**src/rtl/idle_lock_descrambler.sv**
```systemverilog
module idle_lock_descrambler #(
  parameter int unsigned CLK_HZ    = 50_000_000,
  parameter int unsigned SLOW_US   = 361,
  parameter int unsigned FAST_US   = 5,
  parameter int unsigned KEY_W     = 11,
  parameter int unsigned TAP       = 9,
  parameter int unsigned SEED_BITS = 11,
  parameter int unsigned IDLE_RUN  = 16
) (
  input  logic       clk,
  input  logic       rst_n,
  input  logic [1:0] in_data,
  input  logic [1:0] in_valid,
  input  logic       test_fast,
  output logic [1:0] out_data,
  output logic [1:0] out_valid,
  output logic       locked
);

  localparam longint SLOW_CYC = longint'(CLK_HZ) * longint'(SLOW_US) / 64'd1_000_000;
  localparam longint FAST_CYC = longint'(CLK_HZ) * longint'(FAST_US) / 64'd1_000_000;
  localparam int TMR_W  = $clog2(SLOW_CYC);
  localparam int SEED_W = $clog2(SEED_BITS + 1);
  localparam int RUN_W  = $clog2(IDLE_RUN + 1);
  localparam logic [TMR_W-1:0]  RELOAD_SLOW = TMR_W'(SLOW_CYC - 1);
  localparam logic [TMR_W-1:0]  RELOAD_FAST = TMR_W'(FAST_CYC - 1);
  localparam logic [SEED_W-1:0] SEED_FULL   = SEED_W'(SEED_BITS);
  localparam logic [RUN_W-1:0]  RUN_FULL    = RUN_W'(IDLE_RUN);

  logic [KEY_W-1:0]  key_q, key_n;
  logic [SEED_W-1:0] seed_q, seed_n;
  logic [RUN_W-1:0]  run_q, run_n;
  logic [TMR_W-1:0]  tmr_q;
  logic              locked_q;
  logic              hit;
  logic [1:0]        plain;
  logic [1:0]        vcnt;
  logic [TMR_W-1:0]  reload;

  assign vcnt   = in_valid[1] ? 2'd2 : in_valid;
  assign reload = test_fast ? RELOAD_FAST : RELOAD_SLOW;
  assign locked = locked_q;

  always_comb begin
    logic c, pred, p, idle;
    key_n  = key_q;
    seed_n = seed_q;
    run_n  = run_q;
    hit    = 1'b0;
    plain  = 2'b11;
    c = 1'b0; pred = 1'b0; p = 1'b0; idle = 1'b0;
    for (int i = 0; i < 2; i++) begin
      if (2'(i) < vcnt) begin
        c    = in_data[1-i];
        pred = key_n[TAP-1] ^ key_n[KEY_W-1];
        p    = c ^ pred;
        idle = (seed_n == SEED_FULL) && p;
        if (idle) run_n = (run_n == RUN_FULL) ? run_n : run_n + 1'b1;
        else      run_n = '0;
        if (idle && run_n == RUN_FULL) hit = 1'b1;
        if (seed_n != SEED_FULL) seed_n = seed_n + 1'b1;
        key_n = {key_n[KEY_W-2:0], locked_q ? pred : ~c};
        plain[1-i] = p;
      end
    end
  end

  always_ff @(posedge clk or negedge rst_n) begin
    if (!rst_n) begin
      key_q     <= '0;
      seed_q    <= '0;
      run_q     <= '0;
      tmr_q     <= '0;
      locked_q  <= 1'b0;
      out_valid <= 2'd0;
      out_data  <= 2'b11;
    end else begin
      key_q     <= key_n;
      out_valid <= locked_q ? vcnt : 2'd0;
      out_data  <= locked_q ? plain : 2'b11;
      if (!locked_q) begin
        seed_q <= seed_n;
        run_q  <= run_n;
        if (hit) begin
          locked_q <= 1'b1;
          tmr_q    <= reload;
        end
      end else if (hit) begin
        seed_q <= seed_n;
        run_q  <= run_n;
        tmr_q  <= reload;
      end else if (tmr_q == '0) begin
        locked_q <= 1'b0;
        seed_q   <= '0;
        run_q    <= '0;
      end else begin
        seed_q <= seed_n;
        run_q  <= run_n;
        tmr_q  <= tmr_q - 1'b1;
      end
    end
  end

  AST_UNLOCKED_OUT_FORCED: assert property (@(posedge clk) disable iff (!rst_n)
    !locked_q |=> (out_valid == 2'd0 && out_data == 2'b11));
  AST_COUNT_FOLLOWS: assert property (@(posedge clk) disable iff (!rst_n)
    (locked_q && in_valid != 2'd3) |=> out_valid == $past(in_valid));
  AST_NO_LOCK_WITHOUT_BITS: assert property (@(posedge clk) disable iff (!rst_n)
    (!locked_q && in_valid == 2'd0) |=> !locked_q);
  AST_HOLD_WHILE_TIMING: assert property (@(posedge clk) disable iff (!rst_n)
    (locked_q && tmr_q != '0) |=> locked_q);
  AST_TIMER_RANGE: assert property (@(posedge clk) disable iff (!rst_n)
    locked_q |-> tmr_q <= RELOAD_SLOW);
  AST_DROP_CLEARS: assert property (@(posedge clk) disable iff (!rst_n)
    $fell(locked_q) |-> (seed_q == '0 && run_q == '0));

endmodule

```
**config.mk**
```make
export PLATFORM = sky130hd
export DESIGN_NAME = idle_lock_descrambler
export DESIGN_NICKNAME = d
export VERILOG_FILES = /design/src/rtl/idle_lock_descrambler.sv
export SDC_FILE = /design/constraint.sdc
export NUM_CORES = 1
export LEC_CHECK = 0
export CAP_MARGIN = 20
export CORE_ASPECT_RATIO = 2
export CORE_MARGIN = 1
export CORE_UTILIZATION = 59
export DETAILED_ROUTE_END_ITERATION = 8
export PLACE_DENSITY = 0.88
export SETUP_SLACK_MARGIN = 0.1
export SYNTH_ARGS = -nofsm -noshare
export SYNTH_HDL_FRONTEND = slang
export SYNTH_SLANG_ARGS = --single-unit
export TNS_END_PERCENT = 5
```
**constraint.sdc**
```tcl
create_clock -name clk -period 6.6 [get_ports clk]
set_input_delay 1.32 -clock clk [delete_from_list [all_inputs] [get_ports clk]]
set_output_delay 1.32 -clock clk [all_outputs]
set_load 0.1 [all_outputs]
```
### Word-level counts from Yosys, hierarchy flattened

Cells that the tools add are included.

* ROM bits: 0
* register bits: 40
* RAM bits: 0
* input port bits: 7
* bits in latches: 0
* output and inout bits: 5
* memories: 0

* reduce and logical (&&, ||, !) cells: 7
* add/sub/neg operators: 5
* equal/unequal tests: 9
* mux-type cells: 40
* multipliers: 0
* div/mod/pow operators: 0
* bitwise operators: 6
* shift operators: 0
* magnitude comparators: 2

Operator list (count)
* $mux 15: 5
* $mux 5: 11
* $mux 4: 7
* $mux 11: 2
* $eq 5x5->1 const B: 4
* $logic_not 15->1: 1
* $sub 15x1->15 const B: 1
* $mux 1: 12
* $add 5x1->5 const B: 2
* $add 4x1->4 const B: 2
* $eq 4x4->1 const B: 2
* $ne 4x4->1 const B: 2
* $mux 2: 3
* $logic_and 1x1->1: 4
* $lt 1x2->1 const A: 2
* $xor 1x1->1: 4
* $ne 2x2->1 const B: 1
* $not 1->1: 2
* $reduce_and 2->1: 1
* $reduce_bool 2->1: 1

### Logic depth before layout (Yosys ltp)

* depth in word-level cells: 16
* depth in mapped cells: 14
* mapped depth without buffers: 13

### Least setup slack after synthesis

Ideal clock, no wire load.

* kind: input to register
* from: input in_valid[0]
* to: register tmr_q[11]
* stages on the path: 13
* path slack: 2.405 ns
* arrival time: 4.076 ns
* buffers on the path: 3
* data required time: 6.481 ns
* setup time: 0.119 ns
* cells stage by stage: buf_2 > or2_1 > clkbuf_1 > nand2_1 > mux2_2 > ha_1 > inv_1 > or3b_1 > or3b_4 > nor4b_4 > a31oi_4 > buf_4 > and2_1

* word-level cells in the longest chain between the ends: 14
* elaborated cells on any way between the ends: 25

Ends and longest elaborated chain
* start, declared: RTL line 13 `input logic [1:0] in_valid,`
* $mux 2 (*): RTL line 40 `assign vcnt = in_valid[1] ? 2'd2 : in_valid;`
* parallel branches: the longest is 10 deep, another holds $add 5x1->5
* $mux 1 (*): RTL line 53 `if (2'(i) < vcnt) begin`
* $ne 2x2->1 (no line) (tied with other cells)
* $reduce_and 2->1 (no line) or $mux 15 (tied branches)
* end signal, assigned: RTL line 86 `tmr_q <= reload;`
* end signal, assigned: RTL line 91 `tmr_q <= reload;`
* end signal, assigned: RTL line 99 `tmr_q <= tmr_q - 1'b1;`
* end, declared: RTL line 33 `logic [TMR_W-1:0] tmr_q;`

Mark *: on every way between the ends. The select of a mux whose other input is x is not followed.
A chain may end at the register's enable or synchronous reset.

### Final worst setup path

* from: input in_valid[1]
* to: register tmr_q[4]

Same word-level chain as after synthesis.

==> impl_metrics.json <==
{
  "syn_nets": 302,
  "syn_inst": 288,
  "start_util_pct": 61.12,
  "drv_cap": 0,
  "grt.overflow.total": 0,
  "gr-usage-all-layers_pct": 27.97,
  "first_pass_iters": 4,
  "timing.final.crit_share_pct": 74.89,
  "fmax_mhz": 202.3,
  "p_leak_nw": 1.275,
  "hp-class": "register to register",
  "layout.nets": 311,
  "hold_buffers": 0,
  "post-dp-hpwl_microns": 4376,
  "cp.buffers_inverters": 3,
  "total_power_w": 0.001009,
  "max_stage_delay_ns": 0.92,
  "setup_tns_ns": 0,
  "yosys_register_bits": 40,
  "clk_pin_slew_ns": 0.08,
  "crit_slowest_cell": "clkdlybuf4s50_1",
  "tightest_slew_ns": 0.9864,
  "drtAntennaViolNets": 0,
  "clkLatencyLatePin_ns": 0.30,
  "finalSetupViolations": 0,
  "antenna_found_initial": 0,
  "drt-total-wl_microns": 6025,
  "synth_top_area_share_pct": 36.21,
  "cts_buffer_depth": 2,
  "num_io_pins": 12,
  "path_cells": "clkdlybuf4s50_1 > or2_1 > nand2_1 > xor2_1 > inv_1 > ha_1 > inv_1 > or3b_1 > or3b_4 > nor4b_4 > a31oi_4 > mux2_2",
  "holdWs_ns": 0.5264,
  "synth_largest_area_cell": "dfrtp_1",
  "rr_startpoint": "seed_q[0]",
  "ctsResizeCount": 0,
  "layout-drive-gt1-share_pct": 9.060,
  "cts_tree": "done",
  "ys_types": 50,
  "criticalPathCategory": "input pin to register",
  "worstPathArrival_ns": 5.13,
  "route.detailed.drc": 0,
  "synth_most_common_cell": "dfrtp_1",
  "h-tree-depth": 2,
  "crit_fanout": 26,
  "power_density_nw_per_um2": 348.9,
  "gp_congestion": 0.9565,
  "dieArea_sq_um": 4738,
  "hold_violations": 0,
  "maxSlewViolCount": 0,
  "endpoint_kind": "register",
  "drt_iter0_markers": 104,
  "hold_depth": 2,
  "avgSynthCellArea_sq_um": 9.119,
  "synth_area_leaders": "dfrtp_1, mux2i_1, nand2_1, xnor2_1, ha_1",
  "crit_family": "simple AND/OR/NAND/NOR gates",
  "clock-sinks": 40,
  "chipWidth_microns": 49.18,
  "grt_pass1_wl_microns": 9846,
  "die_h_microns": 96.35,
  "rsz0062_at_grt": "no",
  "root_buffer": "clkbuf_8",
  "synth_edf_count": 0,
  "rows": 34,
  "reg2reg_slack_ns": 2.87,
  "port_buffers": 11,
  "post_cts_buffers": 0,
  "crit_path_frequent_cell": "inv_1",
  "status": "completed",
  "yosysWarnings": 0,
  "holdPathEnd": "key_q[7]",
  "viasPerCell": 6.375,
  "final_area_sq_um": 2893,
  "numCtsBuffers": 5,
  "start_kind": "input pin",
  "diodes": 0,
  "drt-wirelength-per-cell_microns": 17.12,
  "nFillCells": 344,
  "via_count": 2244,
  "async_flop_share_pct": 100.0,
  "synth-seq-area-share_pct": 38.21,
  "syn2layout_area_growth_pct": 10.15,
  "ys_top_cells_by_count": "dfrtp_1, nand2_1, nor2_1",
  "grt_pass1_vias": 2246,
  "placed_area_sq_um": 2771,
  "slew_headroom_pct": 34.03,
  "core_area_sq_um": 4297,
  "reg2reg_depth": 13,
  "synth_area_sq_um": 2626,
  "required_ns": 6.79,
  "min_from": "key_q[5]",
  "synthFlopType": "dfrtp_1",
  "fin_crit_ns": 4.943,
  "clock-skew-final_ns": 0.008303,
  "timing.rr.end": "tmr_q[4]",
  "irDropWorstVdd_mv": 0.2545,
  "grt_start_max_net_pins": 41
}
## per-layer routing
metal,wire [microns],share of wire (%),vias up,global-route usage (%)
met1,1986,33,1054,24.72
met2,3293,55,92,52.51
met4,471,7.8,0,24.02
li1,-,-,1053,-
met5,0,0,-,0
met3,273,4.5,45,5.371
## power breakdown
part | internal [W] | switching [W] | leakage, nW
logic | 0.000173 | 0.000234 | 0.732
clock network | 0.000124 | 0.0000865 | 0.0614
registers | 0.000324 | 0.0000686 | 0.482
## worst register-to-register path, cell delays in order (launching register included)
cell and delay [ns]:
dfrtp_1 0.40, ha_1 0.18, nand3b_1 0.28, or2_2 0.44, o21ai_0 0.26, a22oi_1 0.16
inv_1 0.20, ha_1 0.27, o41a_1 0.18, a32oi_1 0.07, mux2i_1 0.26, nor4b_4 0.10
a31oi_4 0.42, mux2_2 0.40
## layout by cell type, fill, tap and decap left out, drive strengths merged, types with 4 or more instances in the layout
cell           count
dfrtp             38
nand2             35
nor2              19
mux2i             18
o21ai             18
a21oi             17
xnor2             13
inv               10
clkdlybuf4s50     10
xor2               9
nor3               9
and3               8
ha                 7
mux2               6
and2               6
nand3              6
clkbuf             6
a31oi              6
nor2b              4
a22oi              4
nor4               4
buf                4
## how the worst max path moves through the flow
stage,from,end,cells after the start,slack [ns]
after floorplan,in_valid[0],tmr_q[11],13,2.40
after global placement,in_valid[1],tmr_q[3],11,1.43
after detailed placement,in_valid[1],tmr_q[3],11,1.35
after CTS,in_valid[1],tmr_q[3],11,1.66
after global routing,in_valid[1],tmr_q[3],12,1.37
final,in_valid[1],tmr_q[4],12,1.66
## registers in the layout (all words and copies together) (netlist names)
| register | flops |
|---|---|
| tmr_q | 15 |
| out_valid | 2 |
| locked | 1 |
| run_q | 5 |
| seed_q | 4 |
| out_data | 2 |
| key_q | 11 |
## cells by family (layout without fill, tap and decap cells)
family,Yosys count,after routing,share of synthesized area [%]
and+or+nand+nor,108,108,21.34
buffers and inverters,22,32,3.335
muxes,24,24,9.433
AOI/OAI and AO/OA,64,64,16.15
adders and majority gates,7,7,3.335
xor gates and xnor gates,23,23,8.195
DFF,40,40,38.21
## stage by stage
step                std cells  setup WS (ns)  utilization [%]
floorplan                 288          2.405                -
global placement          344          1.431            64.50
detailed placement        344          1.354            64.50
CTS                       352          1.664            67.33
global route              352          1.372            67.33
finish                    352          1.657            67.33
## area by class of cell
type | instances | area (sq um) | area share [%]
Sequential cell | 40 | 1003 | 34.69
Timing Repair Buffer | 14 | 127.6 | 4.412
Tap cell | 54 | 67.56 | 2.336
Clock buffer | 6 | 82.58 | 2.855
Multi-Input combinational cell | 226 | 1535 | 53.07
Inverter | 10 | 37.54 | 1.298
Clock inverter | 2 | 38.79 | 1.341
Note: power is estimated with default switching activity, not from simulation.
